File: src/rtl/pbd_pkg.sv
package pbd_pkg;
    typedef enum logic [1:0] {
        ST_IDLE       = 2'd0,
        ST_PRESS_QUAL = 2'd1,
        ST_ACTIVE     = 2'd2,
        ST_REL_QUAL   = 2'd3
    } pbd_state_e;
endpackage

File: src/rtl/pbd_sync2.sv
module pbd_sync2 #(
    parameter logic RESET_LEVEL = 1'b1
) (
    input  logic clk,
    input  logic rst_n,
    input  logic din_async,
    output logic dout
);
    logic meta_q;
    logic stable_q;

    always_ff @(posedge clk) begin
        if (!rst_n) begin
            meta_q   <= RESET_LEVEL;
            stable_q <= RESET_LEVEL;
        end else begin
            meta_q   <= din_async;
            stable_q <= meta_q;
        end
    end

    assign dout = stable_q;
endmodule

File: src/rtl/pbd_fsm.sv
module pbd_fsm
    import pbd_pkg::*;
#(
    parameter int CONFIRM_TICKS = 4,
    parameter int RELEASE_TICKS = 2
) (
    input  logic clk,
    input  logic rst_n,
    input  logic tick,
    input  logic lvl_hi,
    output logic req
);
    localparam int PCW = $clog2(CONFIRM_TICKS + 1);
    localparam int RCW = $clog2(RELEASE_TICKS + 1);
    localparam logic [PCW-1:0] PRESS_LAST = PCW'(CONFIRM_TICKS - 1);
    localparam logic [RCW-1:0] REL_LAST   = RCW'(RELEASE_TICKS - 1);

    generate
        if (CONFIRM_TICKS < 2 || CONFIRM_TICKS > 19) begin : g_bad_confirm
            $error("CONFIRM_TICKS must lie within 2..19");
        end
        if (RELEASE_TICKS < 2) begin : g_bad_release
            $error("RELEASE_TICKS must be at least 2");
        end
    endgenerate

    pbd_state_e       state_q, state_d;
    logic [PCW-1:0]   press_cnt_q, press_cnt_d;
    logic [RCW-1:0]   rel_cnt_q, rel_cnt_d;

    // State register process
    always_ff @(posedge clk) begin
        if (!rst_n) begin
            state_q     <= ST_IDLE;
            press_cnt_q <= '0;
            rel_cnt_q   <= '0;
        end else begin
            state_q     <= state_d;
            press_cnt_q <= press_cnt_d;
            rel_cnt_q   <= rel_cnt_d;
        end
    end

    // Next-state process
    always_comb begin
        state_d     = state_q;
        press_cnt_d = press_cnt_q;
        rel_cnt_d   = rel_cnt_q;
        unique case (state_q)
            ST_IDLE: begin
                rel_cnt_d = '0;
                if (!lvl_hi) begin
                    state_d     = ST_PRESS_QUAL;
                    press_cnt_d = tick ? PCW'(1) : '0;
                end else begin
                    press_cnt_d = '0;
                end
            end
            ST_PRESS_QUAL: begin
                if (lvl_hi) begin
                    state_d     = ST_IDLE;
                    press_cnt_d = '0;
                end else if (tick) begin
                    if (press_cnt_q == PRESS_LAST) begin
                        state_d     = ST_ACTIVE;
                        press_cnt_d = '0;
                    end else begin
                        press_cnt_d = press_cnt_q + PCW'(1);
                    end
                end
            end
            ST_ACTIVE: begin
                press_cnt_d = '0;
                if (lvl_hi) begin
                    state_d   = ST_REL_QUAL;
                    rel_cnt_d = tick ? RCW'(1) : '0;
                end else begin
                    rel_cnt_d = '0;
                end
            end
            ST_REL_QUAL: begin
                if (!lvl_hi) begin
                    state_d   = ST_ACTIVE;
                    rel_cnt_d = '0;
                end else if (tick) begin
                    if (rel_cnt_q == REL_LAST) begin
                        state_d   = ST_IDLE;
                        rel_cnt_d = '0;
                    end else begin
                        rel_cnt_d = rel_cnt_q + RCW'(1);
                    end
                end
            end
            default: state_d = ST_IDLE;
        endcase
    end

    // Output process
    always_comb begin
        unique case (state_q)
            ST_ACTIVE, ST_REL_QUAL: req = 1'b1;
            default:                req = 1'b0;
        endcase
    end


    req_starts_low_chk: assert property (@(posedge clk) disable iff (!rst_n)
        $rose(req) |-> $past(state_q) == ST_PRESS_QUAL);


    high_clears_press_chk: assert property (@(posedge clk) disable iff (!rst_n)
        (state_q == ST_PRESS_QUAL && lvl_hi) |=> (state_q == ST_IDLE && !req));


    confirm_count_chk: assert property (@(posedge clk) disable iff (!rst_n)
        $rose(req) |-> ($past(press_cnt_q) == PRESS_LAST && $past(tick)));


    release_count_chk: assert property (@(posedge clk) disable iff (!rst_n)
        $fell(req) |-> ($past(rel_cnt_q) == REL_LAST && $past(tick) && $past(lvl_hi)));


    release_bounce_chk: assert property (@(posedge clk) disable iff (!rst_n)
        (state_q == ST_REL_QUAL && !lvl_hi) |=> (state_q == ST_ACTIVE && req));
endmodule

File: src/rtl/pb_debounce_top.sv
module pb_debounce_top #(
    parameter int CONFIRM_TICKS = 4,
    parameter int RELEASE_TICKS = 2
) (
    input  logic clk,
    input  logic rst_n,
    input  logic tick_1ms,
    input  logic pb_n_raw,
    output logic rst_req
);
    logic pb_hi_sync;

    pbd_sync2 #(.RESET_LEVEL(1'b1)) u_sync (
        .clk       (clk),
        .rst_n     (rst_n),
        .din_async (pb_n_raw),
        .dout      (pb_hi_sync)
    );

    pbd_fsm #(
        .CONFIRM_TICKS (CONFIRM_TICKS),
        .RELEASE_TICKS (RELEASE_TICKS)
    ) u_fsm (
        .clk    (clk),
        .rst_n  (rst_n),
        .tick   (tick_1ms),
        .lvl_hi (pb_hi_sync),
        .req    (rst_req)
    );


    reset_quiet_chk: assert property (@(posedge clk)
        !rst_n |=> !rst_req);
endmodule

File: config.mk
export PLATFORM = sky130hd
export DESIGN_NAME = pb_debounce_top
export DESIGN_NICKNAME = d
export VERILOG_FILES = /design/src/rtl/pbd_pkg.sv /design/src/rtl/pbd_sync2.sv /design/src/rtl/pbd_fsm.sv /design/src/rtl/pb_debounce_top.sv
export SDC_FILE = /design/constraint.sdc
export NUM_CORES = 1
export LEC_CHECK = 0
export ABC_AREA = 1
export CAP_MARGIN = 20
export CELL_PAD_IN_SITES_DETAIL_PLACEMENT = 0
export CELL_PAD_IN_SITES_GLOBAL_PLACEMENT = 1
export CORE_MARGIN = 5
export CORE_UTILIZATION = 34
export DETAILED_ROUTE_END_ITERATION = 16
export GPL_TIMING_DRIVEN = 0
export PLACE_DENSITY_LB_ADDON = 0.15
export SLEW_MARGIN = 20
export SYNTH_ARGS = -nofsm -noshare
export SYNTH_HDL_FRONTEND = slang
export SYNTH_SLANG_ARGS = --single-unit
File: constraint.sdc
create_clock -name clk -period 1.5 [get_ports clk]
set_clock_uncertainty 0.2 [all_clocks]
set_input_delay 0.45 -clock clk [delete_from_list [all_inputs] [get_ports clk]]
set_output_delay 0.45 -clock clk [all_outputs]
set_load 0.005 [all_outputs]
After elaboration in Yosys (flattened, before gate mapping):

Index checks and enable logic that the tools add are counted.

* $add $sub $neg: 2
* equal/unequal tests: 11
* mux-type cells: 22
* reduce and logical (&&, ||, !) cells: 7

Operators by type and width (number)
* two-way mux 2 bit: 12
* two-way mux 3 bit: 4
* case mux 3 bit (3 select lines): 1
* case mux 2 bit (4 select lines): 1
* inequality test 3 x 2 -> 1 bit, second input constant: 2
* inequality test 3 bit, second input constant: 2
* case mux 2 bit (3 select lines): 1
* AND reduction 6 bit: 1
* nonzero test 3 bit: 2
* == test 2 x 1 -> 1 bit, second input constant: 2
* == test 2 bit, second input constant: 2
* inequality test 2 bit, second input constant: 2
* AND reduction 2 bit: 2
* adder 3 x 1 -> 3 bit, second input constant: 1
* == test 3 x 2 -> 1 bit, second input constant: 1
* two-way mux 1 bit: 3
* adder 2 x 1 -> 2 bit, second input constant: 1
* logical NOT 2 bit: 1
* OR reduction 2 bit: 1

* register bits: 9
* bits of input ports: 4
* output and inout port bits: 1
* word-level logic and storage cells: 47

Logic depth before layout (Yosys ltp):

* word-level depth: 5
* mapped depth: 11
* depth with buffers taken out: 11

By module:

From an unflattened synthesis, not the netlist that was laid out.

* cell total of the unflattened synthesis: 73
* area total of the unflattened synthesis: 518.0 µm²

Modules (own cells, without submodules)
* pbd_fsm: instances 1, cells each 67, area an instance 462.9 µm², seq. area each 140.1 µm²
* pbd_sync2: instances 1, cells each 6, area an instance 55.1 µm², seq. area each 40.0 µm²

Worst setup path after synthesis:

OpenSTA, ideal clock, no wires.

* path type: reg2out
* start point: register u_fsm.state_q[0]
* end point: output rst_req
* arrival time: 0.943 ns
* data required time: 0.850 ns
* setup slack: -0.093 ns
* stages on the path, launching flop included: 4
* path buffers: 0
* cells stage by stage: dfxtp_1 > inv_1 > ha_1 > or2_2

* word-level cells in the longest chain between the ends: 3
* elaborated cells on any way between the ends: 4
* those cells by class: 2 x eq/ne; 1 x mux; 1 x reduce/logical

RTL lines
* start: declaration: RTL line pbd_fsm.sv:27 `pbd_state_e state_q, state_d;`
* start signal: assignment: RTL line pbd_fsm.sv:38 `state_q <= state_d;`
* == test 2 bit: RTL line pbd_fsm.sv:100 `unique case (state_q)`
* OR reduction 2 bit *: RTL line pbd_fsm.sv:100
* two-way mux 1 bit *: RTL line pbd_fsm.sv:100
* end: declaration: RTL line pb_debounce_top.sv:9 `output logic rst_req`

Mark *: on every way between the ends. The rest lies on a longest branch, timed or not.

Worst setup path after layout:

Same ends and word-level chain as after synthesis.

==> run_results.csv <==
group,metric,value,unit
run_status,status,"finished with violations",
run_status,violations,"negative setup slack",
die,die_w,50.3,um
timing,drv_slew,0,
yosys,synth_top_area_share,32.7,%
detailed_routing,wl_per_cell,11.6,um
cts,clock_latency,0.26,ns
cells_and_area,drive_gt1_share,48.9,%
setup_path,path_buf_inv,2,
timing,max_slew_margin,81.8,%
cells_and_area,syn2layout_area_growth,45.1,%
timing,hold_viol,0,
setup_path,crit_slowest_cell,"dfxtp_4",
power,p_sw,387,uW
power,finalPower,1.02,mW
detailed_routing,num_vias,510,
power,p_leak,0.356,nW
hold_path,min-delay-path-class,"reg2reg",
place,dp_hpwl,771,um
detailed_routing,drcViolationCount,0,
power,p_comb_share,50.8,%
yosys,postSynthNetCount,86,
die,start_util,36.2,%
setup_path,cpPeakStageDelay,0.38,ns
grt,track_usage,11.0,%
grt,grt_pass1_wl,2100,um
grt,grt_start_max_net_pins,7,
die,io_pins,5,
timing,hold-worst-slack,0.212,ns
place,io_buffers,4,
cts,clock-root-buffer,"clkbuf_4",
cts,clkTransAtPathRegs,0.07,ns
power,p_sw_share,38.1,%
place,gp_congestion,0.749,
setup_path,startpoint_type,"flop",
yosys,syn_area_per_cell,7.17,um2
job,maxCapViolCount,0,
yosys,synth.area.top_cells,"dfxtp_1 33%, nand2_1 12%, ha_1 11%, inv_1 10%, nand3_1 6.3%",
die,coreArea,0.00152,mm2
yosys,syn_area,552,um2
place,pre_cts_slack,-0.434,ns
power,peakVddDrop,0.585,mV
timing,tns,-0.735,ns
cells_and_area,finalNetCount,100,
cells_and_area,final_core_util,52.5,%
place,place_inst,97,
yosys,synth_largest_area_cell,"dfxtp_1",
die,row_count,14,
grt,antenna_found_initial,0,
grt,grt_pass1_vias,467,
power,sequentialPowerShare,31.0,%
timing,fmax,0.552,GHz
detailed_routing,dr.pass1.iters,4,
timing,worstMarginPinSlew,0.273,ns
detailed_routing,drtIter0Drc,9,
place,place_area,618,um2
die,die_area,0.00253,mm2
timing,setup_slack,-0.312,ns
power,powerDensity,1270,mW/mm2
timing,rsz0062_at_grt,"yes",
detailed_routing,drt-total-wl,1230,um
grt,overflow,0,
cts,cts_tree,"yes",
cts,htreeDepth,1,
power,internal_power,629,uW
yosys,ys_seq_area_share,32.7,%
setup_path,cp_max_fo,3,
detailed_routing,drtAntennaViolNets,0,
die,die_h,50.3,um
cells_and_area,layout_common_cells,"11 x nand2_1, 10 x inv_1, 7 x dfxtp_1",
yosys,synth-seq-cells,9,
yosys,ys_warn_count,0,
cells_and_area,final_cells,106,
cells_and_area,final_common_cell,"nand2_1",
power,clkPwrFrac,18.2,%
setup_path,crit_arrival,1.16,ns
cts,cts_buffer_depth,2,
cells_and_area,fin_area,801,um2
timing,finalCriticalPeriod,1.81,ns
setup_path,crit_family,"flip-flops",
detailed_routing,via_per_inst,4.81,
cts,cts_buffers,3,
yosys,syn_inst,77,
cts,clkSinkCount,9,
yosys,ys_types,19,
setup_path,end_kind,"output port",
setup_path,critPathKind,"reg2out",
cells_and_area,antenna_cells,0,
timing,setup_viol,7,
setup_path,crit_path_cell_trace,"inv_4 -> ha_4 -> or2_4 -> buf_6",
timing,fin_crit_sh,121,%
setup_path,cp_data_required_time,0.85,ns
==> path summary, 6_finish.rpt <==
kind                            slack [ns]              from                  to  depth (start not counted)
worst min-delay path                  0.21     u_sync.meta_q         u_sync.dout                          1
worst max-delay path                 -0.31  u_fsm.state_q[0]             rst_req                          4
worst max register to register       -0.12  u_fsm.state_q[0]  u_fsm.rel_cnt_q[0]                          8
worst min register to register        0.21     u_sync.meta_q         u_sync.dout                          1
==> metal layers <==
metal | global-route usage (%) | share of wire, %
met1 | 14.4 | 48
met2 | 16.1 | 49
met3 | 2.66 | 2.3
met4 | 6.55 | 0.73
met5 | 0 | 0
==> worst reg2reg max path, stage by stage, from the launching register on <==
cell	delay, ns
dfxtp_4	0.38
inv_4	0.04
buf_4	0.13
ha_4	0.16
inv_4	0.06
nand2_4	0.05
o21a_1	0.19
or2_1	0.23
a21oi_2	0.12
==> area by class of cell <==
type / instances / area (um2)
fill: 142 / 723
multi-input combinational: 51 / 415
sequential: 9 / 185
timing repair buffer: 9 / 81.3
inverter: 17 / 71.3
clock buffer: 3 / 22.5
tap: 16 / 20.0
clock inverter: 1 / 5.00
==> repair_timing <==
action                     CTS  global route
setup endpoints to repair    7             8
gates resized for setup     27            11
hold endpoints to repair     0             0
cloned                       0             0
pin swaps                    6             6
hold buffers                 0             0
buffers inserted             5             1
==> logic make-up (layout without fill, tap and decap cells) <==
family                   count (synthesis)  after routing  share of synthesized area [%]
AND/OR/NAND/NOR                         35             35                           31.7
buffers and inverters                   17             30                           11.6
AO/OA/AOI/OAI                           11             11                           12.7
flip-flops                               9              9                           32.7
adder cells (fa/ha/maj)                  5              5                           11.3
==> power by group through the flow <==
stage	clock network, mW	registers (mW)	logic, mW
after floorplan	0	0.300	0.220
after global placement	0	0.308	0.278
after detailed placement	0	0.307	0.277
after CTS	0.196	0.312	0.454
after global routing	0.217	0.319	0.571
final	0.186	0.315	0.516
==> cells in the mapped netlist <==
cell type	number
a21oi_1	3
a21oi_2	1
dfxtp_1	9
ha_1	5
inv_1	15
inv_2	2
nand2_1	17
nand2_4	1
nand3_1	7
nand4_1	1
nor2_1	3
nor2_4	2
o21a_1	1
o21a_2	1
o21ai_0	1
o21ai_1	2
o31ai_1	2
or2_1	1
or2_2	3
Note: power is estimated with default switching activity, not from simulation.
